## config.mk

```make
export PLATFORM = sky130hd
export DESIGN_NAME = sd_data_watchdog
export DESIGN_NICKNAME = d
export VERILOG_FILES = /design/src/rtl/sdwd_pkg.sv /design/src/rtl/sdwd_prescaler.sv /design/src/rtl/sdwd_downcount.sv /design/src/rtl/sdwd_status.sv /design/src/rtl/sd_data_watchdog.sv
export SDC_FILE = /design/constraint.sdc
export NUM_CORES = 1
export LEC_CHECK = 0
export ABC_AREA = 1
export BUFFER_PORTS_ARGS = -buffer_cell sky130_fd_sc_hd__buf_4
export CORE_MARGIN = 2
export CORE_UTILIZATION = 58
export DETAILED_ROUTE_END_ITERATION = 12
export PLACE_DENSITY = 0.86
export SYNTH_ARGS = -nofsm -noshare
export SYNTH_HDL_FRONTEND = slang
export SYNTH_SLANG_ARGS = --single-unit
```

## constraint.sdc

```tcl
create_clock -name clk -period 2.4 [get_ports clk]
set_input_delay 0.48 -clock clk [delete_from_list [all_inputs] [get_ports clk]]
set_output_delay 0.48 -clock clk [all_outputs]
set_load 0.02 [all_outputs]
```

## src/rtl/sdwd_pkg.sv

```systemverilog
// Shared parameters and types for the SD data phase timeout watchdog.
// Assumes: all users import this package before declaring ports.
package sdwd_pkg;
    localparam int unsigned LIMIT_W_DEF  = 16;
    localparam int unsigned PRE_W_DEF    = 10;
    localparam int unsigned STS_W_DEF    = 16;
    localparam int unsigned FLAG_BIT_DEF = 5;

    typedef enum logic {
        UNIT_CYCLE = 1'b0,
        UNIT_KILO  = 1'b1
    } unit_mode_e;
endpackage

```

## src/rtl/sdwd_prescaler.sv

```systemverilog
// Turns gated card ticks into counting units.
// In cycle mode every tick is one unit. In kilocycle mode every 2**PRE_W ticks
// give one unit. Assumes: `tick` is already gated by the armed state, and
// `clear` restarts the phase.
module sdwd_prescaler
    import sdwd_pkg::*;
#(
    parameter int unsigned PRE_W = PRE_W_DEF
) (
    input  logic       clk,
    input  logic       rst_n,
    input  logic       clear,
    input  logic       tick,
    input  unit_mode_e mode,
    output logic       unit
);
    generate
        if (PRE_W > 0) begin : g_div
            localparam logic [PRE_W-1:0] PRE_LAST = {PRE_W{1'b1}};
            logic [PRE_W-1:0] pre_q;

            // Advance the tick phase in kilocycle mode; restart on reload.
            always_ff @(posedge clk) begin
                if (!rst_n || clear) begin
                    pre_q <= '0;
                end else if (tick && mode == UNIT_KILO) begin
                    pre_q <= pre_q + 1'b1;
                end
            end

            // A unit falls on every tick, or on the last tick of each kilocycle.
            always_comb begin
                unit = tick && (mode == UNIT_CYCLE || pre_q == PRE_LAST);
            end
        end else begin : g_nodiv
            // Without a prescaler every tick is a unit.
            always_comb begin
                unit = tick;
            end
        end
    endgenerate
endmodule

```

## src/rtl/sdwd_downcount.sv

```systemverilog
// Holds the armed state and the remaining count for one data phase.
// It loads the limit and mode on a reload and decrements on each unit.
// It signals expiry on the unit that would take the count from 1 to 0 and
// then disarms. A loaded limit of 0 marks the phase unlimited.
// Assumes: `load` is only high while `active` is high.
module sdwd_downcount
    import sdwd_pkg::*;
#(
    parameter int unsigned LIMIT_W = LIMIT_W_DEF
) (
    input  logic               clk,
    input  logic               rst_n,
    input  logic               active,
    input  logic               load,
    input  logic [LIMIT_W-1:0] limit,
    input  unit_mode_e         mode_in,
    input  logic               unit,
    output logic               armed,
    output unit_mode_e         mode_q,
    output logic               expire
);
    localparam logic [LIMIT_W-1:0] ONE = LIMIT_W'(1);

    logic [LIMIT_W-1:0] cnt_q;
    logic               unlim_q;

    // Expiry is the last unit of a limited, armed phase.
    always_comb begin
        expire = active && !load && armed && unit && !unlim_q && cnt_q == ONE;
    end

    // Arm and load on a reload, count units down, and disarm on expiry or end of phase.
    always_ff @(posedge clk) begin
        if (!rst_n) begin
            armed   <= 1'b0;
            cnt_q   <= '0;
            unlim_q <= 1'b0;
            mode_q  <= UNIT_CYCLE;
        end else if (!active) begin
            armed <= 1'b0;
        end else if (load) begin
            armed   <= 1'b1;
            cnt_q   <= limit;
            unlim_q <= (limit == '0);
            mode_q  <= mode_in;
        end else if (armed && unit && !unlim_q) begin
            if (cnt_q == ONE) begin
                armed <= 1'b0;
            end else begin
                cnt_q <= cnt_q - 1'b1;
            end
        end
    end

    // a limited phase that is armed never holds a zero count.
    p_no_underflow_r2: assert property (@(posedge clk) disable iff (!rst_n)
        (armed && !unlim_q) |-> (cnt_q != '0));
endmodule

```

## src/rtl/sdwd_status.sv

```systemverilog
// Sticky data timeout flag with write-one-to-clear, plus the abort request.
// A set from an expiry takes priority over a clear in the same cycle.
// The abort request holds from expiry until the data phase ends.
module sdwd_status
    import sdwd_pkg::*;
#(
    parameter int unsigned STS_W    = STS_W_DEF,
    parameter int unsigned FLAG_BIT = FLAG_BIT_DEF
) (
    input  logic             clk,
    input  logic             rst_n,
    input  logic             expire,
    input  logic             active,
    input  logic             sts_wr,
    input  logic [STS_W-1:0] sts_wdata,
    output logic [STS_W-1:0] sts_rd,
    output logic             flag,
    output logic             abort_req
);
    localparam logic [STS_W-1:0] FLAG_MASK = STS_W'(1) << FLAG_BIT;

    logic clr_hit;

    // A write clears the flag only when it has the flag's bit set.
    always_comb begin
        clr_hit = sts_wr && ((sts_wdata & FLAG_MASK) != '0);
        sts_rd  = flag ? FLAG_MASK : '0;
    end

    // Sticky flag: set on expiry, otherwise cleared by write-one.
    always_ff @(posedge clk) begin
        if (!rst_n) begin
            flag <= 1'b0;
        end else if (expire) begin
            flag <= 1'b1;
        end else if (clr_hit) begin
            flag <= 1'b0;
        end
    end

    // Abort request: raised on expiry, dropped once the phase is over.
    always_ff @(posedge clk) begin
        if (!rst_n) begin
            abort_req <= 1'b0;
        end else if (expire) begin
            abort_req <= 1'b1;
        end else if (!active) begin
            abort_req <= 1'b0;
        end
    end

    // the flag stays set unless a clearing write arrives.
    p_flag_sticky_r7: assert property (@(posedge clk) disable iff (!rst_n)
        (flag && !clr_hit) |=> flag);

    // a clearing write with no expiry drops the flag.
    p_clear_r8: assert property (@(posedge clk) disable iff (!rst_n)
        (clr_hit && !expire) |=> !flag);
endmodule

```

## src/rtl/sd_data_watchdog.sv

```systemverilog
// Top level of the SD data phase timeout watchdog.
// It detects the start of a data phase and progress reloads, gates card ticks
// into the prescaler, and connects the counter to the status flag.
// Assumes: card_tick is a one-cycle enable in the clk domain.
module sd_data_watchdog
    import sdwd_pkg::*;
#(
    parameter int unsigned LIMIT_W  = LIMIT_W_DEF,
    parameter int unsigned PRE_W    = PRE_W_DEF,
    parameter int unsigned STS_W    = STS_W_DEF,
    parameter int unsigned FLAG_BIT = FLAG_BIT_DEF
) (
    input  logic               clk,
    input  logic               rst_n,
    input  logic               card_tick,
    input  logic               xfer_active,
    input  logic               progress,
    input  logic [LIMIT_W-1:0] limit,
    input  logic               kilo_mode,
    input  logic               sts_wr,
    input  logic [STS_W-1:0]   sts_wdata,
    output logic [STS_W-1:0]   sts_rd,
    output logic               irq,
    output logic               abort_req
);
    logic       act_q;
    logic       load;
    logic       armed;
    logic       gtick;
    logic       unit;
    logic       expire;
    logic       flag;
    unit_mode_e mode_q;
    unit_mode_e mode_in;

    // Remember the previous phase state to find the start of a phase.
    always_ff @(posedge clk) begin
        if (!rst_n) begin
            act_q <= 1'b0;
        end else begin
            act_q <= xfer_active;
        end
    end

    // Reload on phase start or on progress; only ticks of an armed phase count.
    always_comb begin
        load    = xfer_active && (!act_q || progress);
        gtick   = card_tick && armed && xfer_active && !load;
        mode_in = kilo_mode ? UNIT_KILO : UNIT_CYCLE;
        irq     = flag;
    end

    sdwd_prescaler #(.PRE_W(PRE_W)) u_pre (
        .clk   (clk),
        .rst_n (rst_n),
        .clear (load),
        .tick  (gtick),
        .mode  (mode_q),
        .unit  (unit)
    );

    sdwd_downcount #(.LIMIT_W(LIMIT_W)) u_cnt (
        .clk     (clk),
        .rst_n   (rst_n),
        .active  (xfer_active),
        .load    (load),
        .limit   (limit),
        .mode_in (mode_in),
        .unit    (unit),
        .armed   (armed),
        .mode_q  (mode_q),
        .expire  (expire)
    );

    sdwd_status #(.STS_W(STS_W), .FLAG_BIT(FLAG_BIT)) u_sts (
        .clk       (clk),
        .rst_n     (rst_n),
        .expire    (expire),
        .active    (xfer_active),
        .sts_wr    (sts_wr),
        .sts_wdata (sts_wdata),
        .sts_rd    (sts_rd),
        .flag      (flag),
        .abort_req (abort_req)
    );

    // an inactive phase cannot raise the flag at that edge.
    p_no_expire_idle_r6: assert property (@(posedge clk) disable iff (!rst_n)
        !xfer_active |=> !$rose(flag));

    // the abort request holds while the phase is still active.
    p_abort_hold_r9: assert property (@(posedge clk) disable iff (!rst_n)
        (abort_req && xfer_active) |=> abort_req);
endmodule

```

==> results of run 1 <==
[worst max-delay path, delay by kind of cell (launching register included)]
| family | cells | cell delay (ps) |
|---|---|---|
| simple gates | 7 | 660 |
| flops | 1 | 360 |
| buf+inv | 3 | 340 |
| fa+ha+maj | 1 | 190 |
[area by class of cell]
type,count,area (µm²),area share
Clock buffer,7,86.3,0.0344
Clock inverter,1,7.51,0.00299
Timing Repair Buffer,29,218,0.0867
Sequential cell,32,641,0.255
Inverter,41,154,0.0613
Tap cell,48,60.1,0.0239
Multi-Input combinational cell,289,1350,0.536
[per-stage QoR]
step                      utilization  instances  total power, mW  setup slack [ps]
after floorplan                     -        386            0.881               923
after global placement          0.651        439            0.936               550
after detailed placement        0.651        439            0.943               533
after CTS                       0.676        447             1.39               737
after global routing            0.676        447             1.47               425
final                           0.676        447             1.38               740
[how the worst max path moves through the flow]
stage,endpoint,depth (start not counted),slack (ps)
detailed placement,u_cnt.cnt_q[2]$_SDFFE_PN0P_,11,530
global placement,u_cnt.cnt_q[2]$_SDFFE_PN0P_,11,550
floorplan,u_cnt.cnt_q[12]$_SDFFE_PN0P_,9,920
finish,u_cnt.cnt_q[8]$_SDFFE_PN0P_,11,740
global route,u_cnt.cnt_q[8]$_SDFFE_PN0P_,11,420
CTS,u_cnt.cnt_q[8]$_SDFFE_PN0P_,11,740
[cells by family after synthesis]
family,synth area share
and+or+nand+nor,0.468
buffers and inverters,0.149
AOI/OAI and AO/OA,0.0793
DFF,0.282
adders and majority gates,0.0165
xor gates and xnor gates,0.00386
other,0.00165
[Yosys cell counts, types with 2 or more instances]
cell type	count
buf_2	2
nor4_1	4
o21ai_0	17
inv_1	36
clkbuf_1	2
nor2_2	6
nand2_8	2
dfxtp_1	32
nand4_1	8
buf_4	18
nor3_1	3
inv_2	5
nand3b_1	4
ha_1	3
nand3_1	29
nor2_1	57
nand2_1	108
nand2_2	7
a21oi_1	19
nand2_4	2
[state kept, by name, summed over array words and instances (netlist names)]
name	flops
act_q	1
u_sts.abort_req	1
u_cnt.armed	1
u_sts.flag	1
u_pre.g_div.pre_q	10
u_cnt.mode_q	1
u_cnt.cnt_q	16
u_cnt.unlim_q	1
[routing by layer]
layer | GRT usage | wire length (µm) | vias up
met5 | 0 | 0 | -
met4 | 0.130 | 133 | 0
met3 | 0.0541 | 245 | 13
met2 | 0.409 | 2220 | 62
met1 | 0.320 | 2340 | 993
li1 | - | - | 1195
[power breakdown]
group	internal [mW]	switching (mW)	total, mW	leakage (nW)
sequential	0.559	0.0294	0.588	0.262
clock	0.233	0.214	0.447	0.0445
combinational	0.125	0.224	0.349	0.924
[layout by cell type, fill, tap and decap left out]
master,instances
nand3b_1,4
inv_1,36
nor2_4,1
and2_1,1
nand4_1,8
o21ai_0,17
dfxtp_1,32
clkbuf_8,6
nor2_1,57
nor3_2,1
nand3_1,29
buf_4,29
a21oi_1,19
ha_1,3
nand2_1,108
xor2_1,1
nor3_1,3
conb_1,15
clkinvlp_4,1
or2_2,1
nand2_8,2
nor4_1,4
nand2_4,2
inv_2,5
nor2_2,6
nand2_2,7
clkbuf_1,1
==> impl_metrics.ini, run 1 <==
[cts]
clkTransAtPathRegs_ps = 70
root_buffer = clkbuf_8
h-tree-depth = 2
hold_buffers = 0
cts_sinks = 32
postCtsSetupBuffers = 0
tritoncts = done
clock_path_buffers = 2
cts_buffers = 5
cts_resized = 0
clk_latency_ps = 290

[min_path]
holdPathEnd = act_q$_SDFF_PN0_
min_from = xfer_active
hp-class = in2reg
min_delay_path_depth = 3

[detailed_routing]
via_per_inst = 5.06
wl_per_cell_um = 11.0
drt_iter0_drc = 136
drtPass1Iterations = 4
drc = 0
finalWirelength_um = 4940
drtAntennaViolNets = 0
num_vias = 2263

[setup_path]
endpoint_kind = flip-flop
r2r-start = u_cnt.cnt_q[0]$_SDFFE_PN0P_
cp.required_ps = 2590
cp_cell_sequence = inv_1 -> ha_1 -> inv_1 -> nor2_1 -> nand3_1 -> inv_1 -> nand3_1 -> nand3_1 -> nand2_1 -> nor2_1 -> nor2_1
reg2reg_to = u_cnt.cnt_q[8]$_SDFFE_PN0P_
reg2reg_slack_ps = 740
cp_slowest_cell = dfxtp_1
rr_worst_depth = 11
slowest_delay_ps = 360
start_kind = flip-flop
critical_path.max_fanout = 6
critical_path.startpoint = u_cnt.cnt_q[0]$_SDFFE_PN0P_
crit_type = reg2reg
arrival_ps = 1850

[synthesis]
synthCells = 372
synth_top_area_cell = dfxtp_1
syn_avg_cell_area_um2 = 6.10
async_reset_ff_frac = 0
ys_ff_latch = 32
synth_top_cells_by_area = dfxtp_1 (28%), nand2_1 (18%), nor2_1 (9.4%), nand3_1 (6.4%), buf_4 (6.0%)
synth-main-ff-cell = dfxtp_1
yosysSeqAreaShare = 0.282
yosysUniqueCellTypes = 28
synth-edff-count = 0
netlist_area_um2 = 2270
ys_warn_count = 0
synth_top_area_frac = 0.282

[floorplan]
fp-row-count = 22
die_w_um = 66.6
start_util = 0.611
die_h_um = 66.6
die_area_um2 = 4430
pin_count = 57
coreArea_um2 = 3720

[placement]
place_congestion = 0.927
postPlaceCellArea_um2 = 2420
port_buffers = 26
hpwlAfterDp_um = 3680

[global_route]
antenna_found_initial = 0
grt_use_total = 0.255
gr-total-overflow = 0
grt_pass1_wl_um = 8640
grt_pass1_vias = 2015
grt_max_degree = 22

[finish]
antenna_cells = 0
fill_cells = 353
fin_nets = 440
final_layout_size_suffix_gt1_frac = 0.153
synthToLayoutAreaGrowth_pct = 10.6
final_area_um2 = 2510

[sta]
period_minus_slack_ps = 1660
fmax_ghz = 0.602
holdWs_ps = 423
finalCritPeriodShare = 0.692
setup-tns-final_ps = 0
finalHoldViolations = 0
clock_skew_ps = 7.04
rsz0062_at_grt = false
slew_violations = 0
setup_viol = 0

[run]
maxCapViolCount = 0

[power]
cellLeakagePower_nw = 1.23
ir_drop_v = 0.000298
pwr_density_cell_nw_per_um2 = 551

[run_status]
status = finished clean
Note: power is estimated with default switching activity, not from simulation.
==> run 2, diff against run 1 <==
Settings changed: CORE_UTILIZATION 58 to 48, PLACE_DENSITY 0.86 to 0.76.
Clock period 2.4 ns to 1.4 ns, I/O delays scaled along.
==> run 2 against run 1 <==
  * The run now ends with setup timing left
  * Combinational power increased by 140%
  * Non-clock buffer count grew 42
  * Global-route usage fell by 1.5 points
  * Critical path type unchanged
  * Final cell count is 11% higher
==> impl_metrics.ini, run 2 (synthesized netlist as in run 1, its figures left out) <==
[detailed_routing]
wl_per_cell_um = 13.1
drtPass1Iterations = 5
drc = 0
finalWirelength_um = 6510
drtAntennaViolNets = 0
via_per_inst = 5.19
drt_iter0_drc = 177
num_vias = 2584

[sta]
rsz0062_at_grt = true
slew_violations = 0
period_minus_slack_ps = 1650
fmax_ghz = 0.606
finalCritPeriodShare = 1.18
clock_skew_ps = 6.04
holdWs_ps = 248
setup_slack_ps = -251
setup_viol = 17
finalHoldViolations = 0

[placement]
postPlaceCellArea_um2 = 2800
dpl_worst_slack_ps = -91.5
placed_cells = 482
port_buffers = 26
hpwlAfterDp_um = 4360
place_congestion = 0.899

[setup_path]
crit_type = reg2reg
endpoint_kind = flip-flop
cp_cell_sequence = inv_2 -> ha_4 -> inv_2 -> nor2_2 -> nand4_1 -> nor2_4 -> nand2_4 -> buf_12 -> nand2_8 -> nand2_1 -> nand2_1 -> nor2_1
slowest_delay_ps = 340
cp_slowest_cell = dfxtp_2
start_kind = flip-flop
critical_path.max_fanout = 5
cp.required_ps = 1590
arrival_ps = 1840

[global_route]
gr-total-overflow = 0
grt_pass1_wl_um = 10000
grt_use_total = 0.239
antenna_found_initial = 0
grt_pass1_vias = 2268
grt_max_degree = 21

[min_path]
hp-class = in2reg

[floorplan]
die_area_um2 = 5300
pin_count = 57
fp-row-count = 25
die_w_um = 72.8
die_h_um = 72.8
start_util = 0.491
coreArea_um2 = 4630

[finish]
antenna_cells = 0
final_layout_size_suffix_gt1_frac = 0.322
fin_nets = 485
final_common_cell = nand2_1
final_cell_mix = nand2_1 (102), buf_4 (66), nor2_1 (51), inv_1 (33), dfxtp_1 (27)
largest_register_ffs = 16
reg.largest.list = u_cnt.cnt_q x16, u_pre.g_div.pre_q x10
regMostFlops = u_cnt.cnt_q
instances_no_fill = 498
synthToLayoutAreaGrowth_pct = 36.0
final_area_um2 = 3090
fill_cells = 393

[power]
p_sw_frac = 0.334
p_sw_uw = 921
p_comb_frac = 0.302
pwr_density_cell_nw_per_um2 = 893
ir_drop_v = 0.000566
p_int_mw = 1.84
seq_power_share = 0.367
clkPwrFrac = 0.331
cellLeakagePower_nw = 1.50

[cts]
cts_sinks = 32
clk_latency_ps = 290
clkTransAtPathRegs_ps = 80
root_buffer = clkbuf_8
cts_buffers = 5
clock_path_buffers = 2
tritoncts = done
h-tree-depth = 2

[run]
maxCapViolCount = 0

[run_status]
violations = setup timing
status = finished, violations left
run 2: timing repair:
action                     in CTS  in global routing
cloned                          0                  3
gates resized for setup        12                 18
setup buffers                   3                  2
pin swaps                       4                  7
setup endpoints to repair      19                 23
hold buffers                    0                  0
run 2: area by class of cell:
cell class / instances / area [µm²] / area share
Clock buffer: 5 / 68.8 / 0.0223
Clock inverter: 3 / 42.5 / 0.0138
Inverter: 41 / 154 / 0.0498
Multi-Input combinational cell: 292 / 1520 / 0.492
Sequential cell: 32 / 649 / 0.210
Tap cell: 54 / 67.6 / 0.0219
Timing Repair Buffer: 71 / 587 / 0.190
run 2: power groups by stage:
stage	sequential (mW)	combinational [mW]	clock (mW)
global placement	1.02	0.727	0
floorplan	1.02	0.508	0
CTS	1.00	0.771	0.928
global route	1.02	0.923	0.971
detailed placement	1.02	0.741	0
finish	1.01	0.832	0.913
run 2: metrics by stage:
| stage | utilization | power, mW | setup TNS (ps) |
|---|---|---|---|
| finish | 0.667 | 2.76 | -2910 |
| global route | 0.667 | 2.91 | -4160 |
| CTS | 0.640 | 2.70 | -726 |
| detailed placement | 0.604 | 1.77 | -1320 |
| global placement | 0.604 | 1.75 | -659 |
| floorplan | - | 1.53 | 0 |
run 2: routing by layer:
metal / part of all wire / wire, µm / global-route usage
met1: 0.44 / 2870 / 0.315
met2: 0.48 / 3140 / 0.401
met3: 0.054 / 353 / 0.0456
met4: 0.023 / 150 / 0.0658
met5: 0 / 0 / 0
run 2: critical path, delay by kind of cell (launching register included):
| kind | cells | cell delay [ps] |
|---|---|---|
| adders and majority gates | 1 | 140 |
| buffers and inverters | 3 | 260 |
| DFF | 1 | 340 |
| and+or+nand+nor | 8 | 810 |
run 2: path summary, 6_finish.rpt:
path         cells after the start                    startpoint                           end  slack [ps]
min                              4                  sts_wdata[5]       u_sts.flag$_SDFFE_PN0P_         250
min reg2reg                      2  u_sts.abort_req$_SDFFE_PN0P_  u_sts.abort_req$_SDFFE_PN0P_         460
max                             12   u_cnt.cnt_q[1]$_SDFFE_PN0P_  u_cnt.cnt_q[14]$_SDFFE_PN0P_        -250
max reg2reg                     12   u_cnt.cnt_q[1]$_SDFFE_PN0P_  u_cnt.cnt_q[14]$_SDFFE_PN0P_        -250
==> run 3, diff against run 2 <==
Settings changed: CORE_MARGIN 2 to 5.
==> run 3 against run 2 <==
  * The flow still finishes with violations (setup timing)
  * Combinational power hardly changed
  * Final area is 0.73% higher
  * Flip-flop and latch count stayed put
  * Clock power is 3.2% lower
  * Die area is 17% higher
  * Critical endpoint is now u_cnt.cnt_q[1]$_SDFFE_PN0P_
  * Highest routed layer unchanged
==> impl_metrics.ini, run 3 (synthesized netlist as in run 1, its figures left out) <==
[run_status]
status = finished, violations left
violations = setup timing

[cts]
tritoncts = done
cts_buffers = 5
clk_latency_ps = 290
h-tree-depth = 2
root_buffer = clkbuf_8
cts_sinks = 32
clkTransAtPathRegs_ps = 70
clock_path_buffers = 2
hold_buffers = 0

[global_route]
grt_max_degree = 21
antenna_found_initial = 0
grt_use_total = 0.209
gr-total-overflow = 0
grt_pass1_vias = 2410
grt_pass1_wl_um = 10400

[run]
maxCapViolCount = 0

[power]
ir_drop_v = 0.000540
cellLeakagePower_nw = 1.53
finalPower_mw = 2.72
pwr_density_cell_nw_per_um2 = 875

[finish]
final_layout_size_suffix_gt1_frac = 0.333
fin_nets = 491
final_area_um2 = 3110
antenna_cells = 0
synthToLayoutAreaGrowth_pct = 37.0
largest_register_ffs = 16
utilization = 0.668
final_cell_mix = nand2_1 (106), buf_4 (75), nor2_1 (48), inv_1 (32), dfxtp_1 (27)
regMostFlops = u_cnt.cnt_q
reg.largest.list = u_cnt.cnt_q x16, u_pre.g_div.pre_q x10
final_common_cell = nand2_1

[detailed_routing]
drtPass1Iterations = 5
finalWirelength_um = 6220
drc = 0
wl_per_cell_um = 12.3
via_per_inst = 5.09
num_vias = 2564
drtAntennaViolNets = 0
drt_iter0_drc = 134

[placement]
hpwlAfterDp_um = 4470
postPlaceCellArea_um2 = 2820
port_buffers = 26
place_congestion = 0.892

[setup_path]
arrival_ps = 1700
endpoint_kind = flip-flop
cp.required_ps = 1590
crit_type = reg2reg
start_kind = flip-flop
critical_path.max_fanout = 8

[floorplan]
die_area_um2 = 6210
pin_count = 57
die_h_um = 78.8
start_util = 0.487
die_w_um = 78.8
fp-row-count = 25
coreArea_um2 = 4660

[sta]
slew_violations = 0
clock_skew_ps = 5.30
setup_slack_ps = -112
fmax_ghz = 0.661
finalCritPeriodShare = 1.08
finalHoldViolations = 0
rsz0062_at_grt = true
setup_viol = 17
period_minus_slack_ps = 1510

[min_path]
hp-class = in2reg
run 3: changes by cell type in the layout (fill, tap and decap cells not counted), moves of 2 or more:
| cell | delta |
|---|---|
| buf_12 | -3 |
| buf_4 | +9 |
| nand2_1 | +4 |
| nand2_2 | -5 |
| nand2_8 | -2 |
| nand3_1 | -2 |
| nand3_2 | +2 |
| nor2_1 | -3 |
| nor2_2 | +5 |
| nor2_4 | -2 |
run 3: worst max-delay path, cell delays in order (launching register included):
cell and delay [ps]:
dfxtp_2 340, ha_4 150, nand3_1 80, nor2_1 50
nand2_1 70, nand2_2 70, nand2_4 120, nand2_8 110
buf_4 150, buf_4 130, a21oi_2 100, nor2_1 50
run 3: final cells by class:
class / count / area [µm²]
clock inverters: 2 / 35.0
multi-input cells: 290 / 1500
flip-flops and latches: 32 / 649
inverters: 41 / 159
repair buffers: 79 / 631
fillers: 387 / 1550
clock buffers: 6 / 72.6
well taps: 54 / 67.6
run 3: path summary, 6_finish.rpt:
path                                                   startpoint                            to  slack (ps)  depth (start not counted)
worst max-delay path            u_pre.g_div.pre_q[1]$_SDFFE_PP0P_   u_cnt.cnt_q[1]$_SDFFE_PN0P_        -110                         11
worst min-delay path                                 sts_wdata[5]       u_sts.flag$_SDFFE_PN0P_         240                          4
worst max register to register  u_pre.g_div.pre_q[1]$_SDFFE_PP0P_   u_cnt.cnt_q[1]$_SDFFE_PN0P_        -110                         11
worst min register to register       u_sts.abort_req$_SDFFE_PN0P_  u_sts.abort_req$_SDFFE_PN0P_         470                          2
run 3: what timing repair did:
item | in CTS | in global routing
resized for setup | 10 | 22
setup buffers | 2 | 4
gates cloned | 1 | 1
pin swaps | 3 | 16
endpoints found under the setup margin | 20 | 29
run 3: layer usage:
layer | global-route usage | part of all wire
met4 | 0.108 | 0.035
met2 | 0.362 | 0.49
met3 | 0.0340 | 0.054
met1 | 0.247 | 0.42
met5 | 0 | 0
run 3: where the power goes:
part	switching (mW)	internal (mW)	total, mW
Combinational	0.475	0.357	0.832
Clock	0.356	0.528	0.884
Sequential	0.0492	0.959	1.01
Total	0.879	1.84	2.72
run 3: per-stage QoR:
step                      setup TNS [ps]  std cells  hold slack [ps]  setup slack [ps]
after CTS                          -1200        499              241             -83.2
after global placement             -1340        488              449             -75.1
final                              -1470        504              245              -112
after global routing               -3370        504              249              -236
after floorplan                        0        386              407              1.90
after detailed placement           -2150        488              448              -117
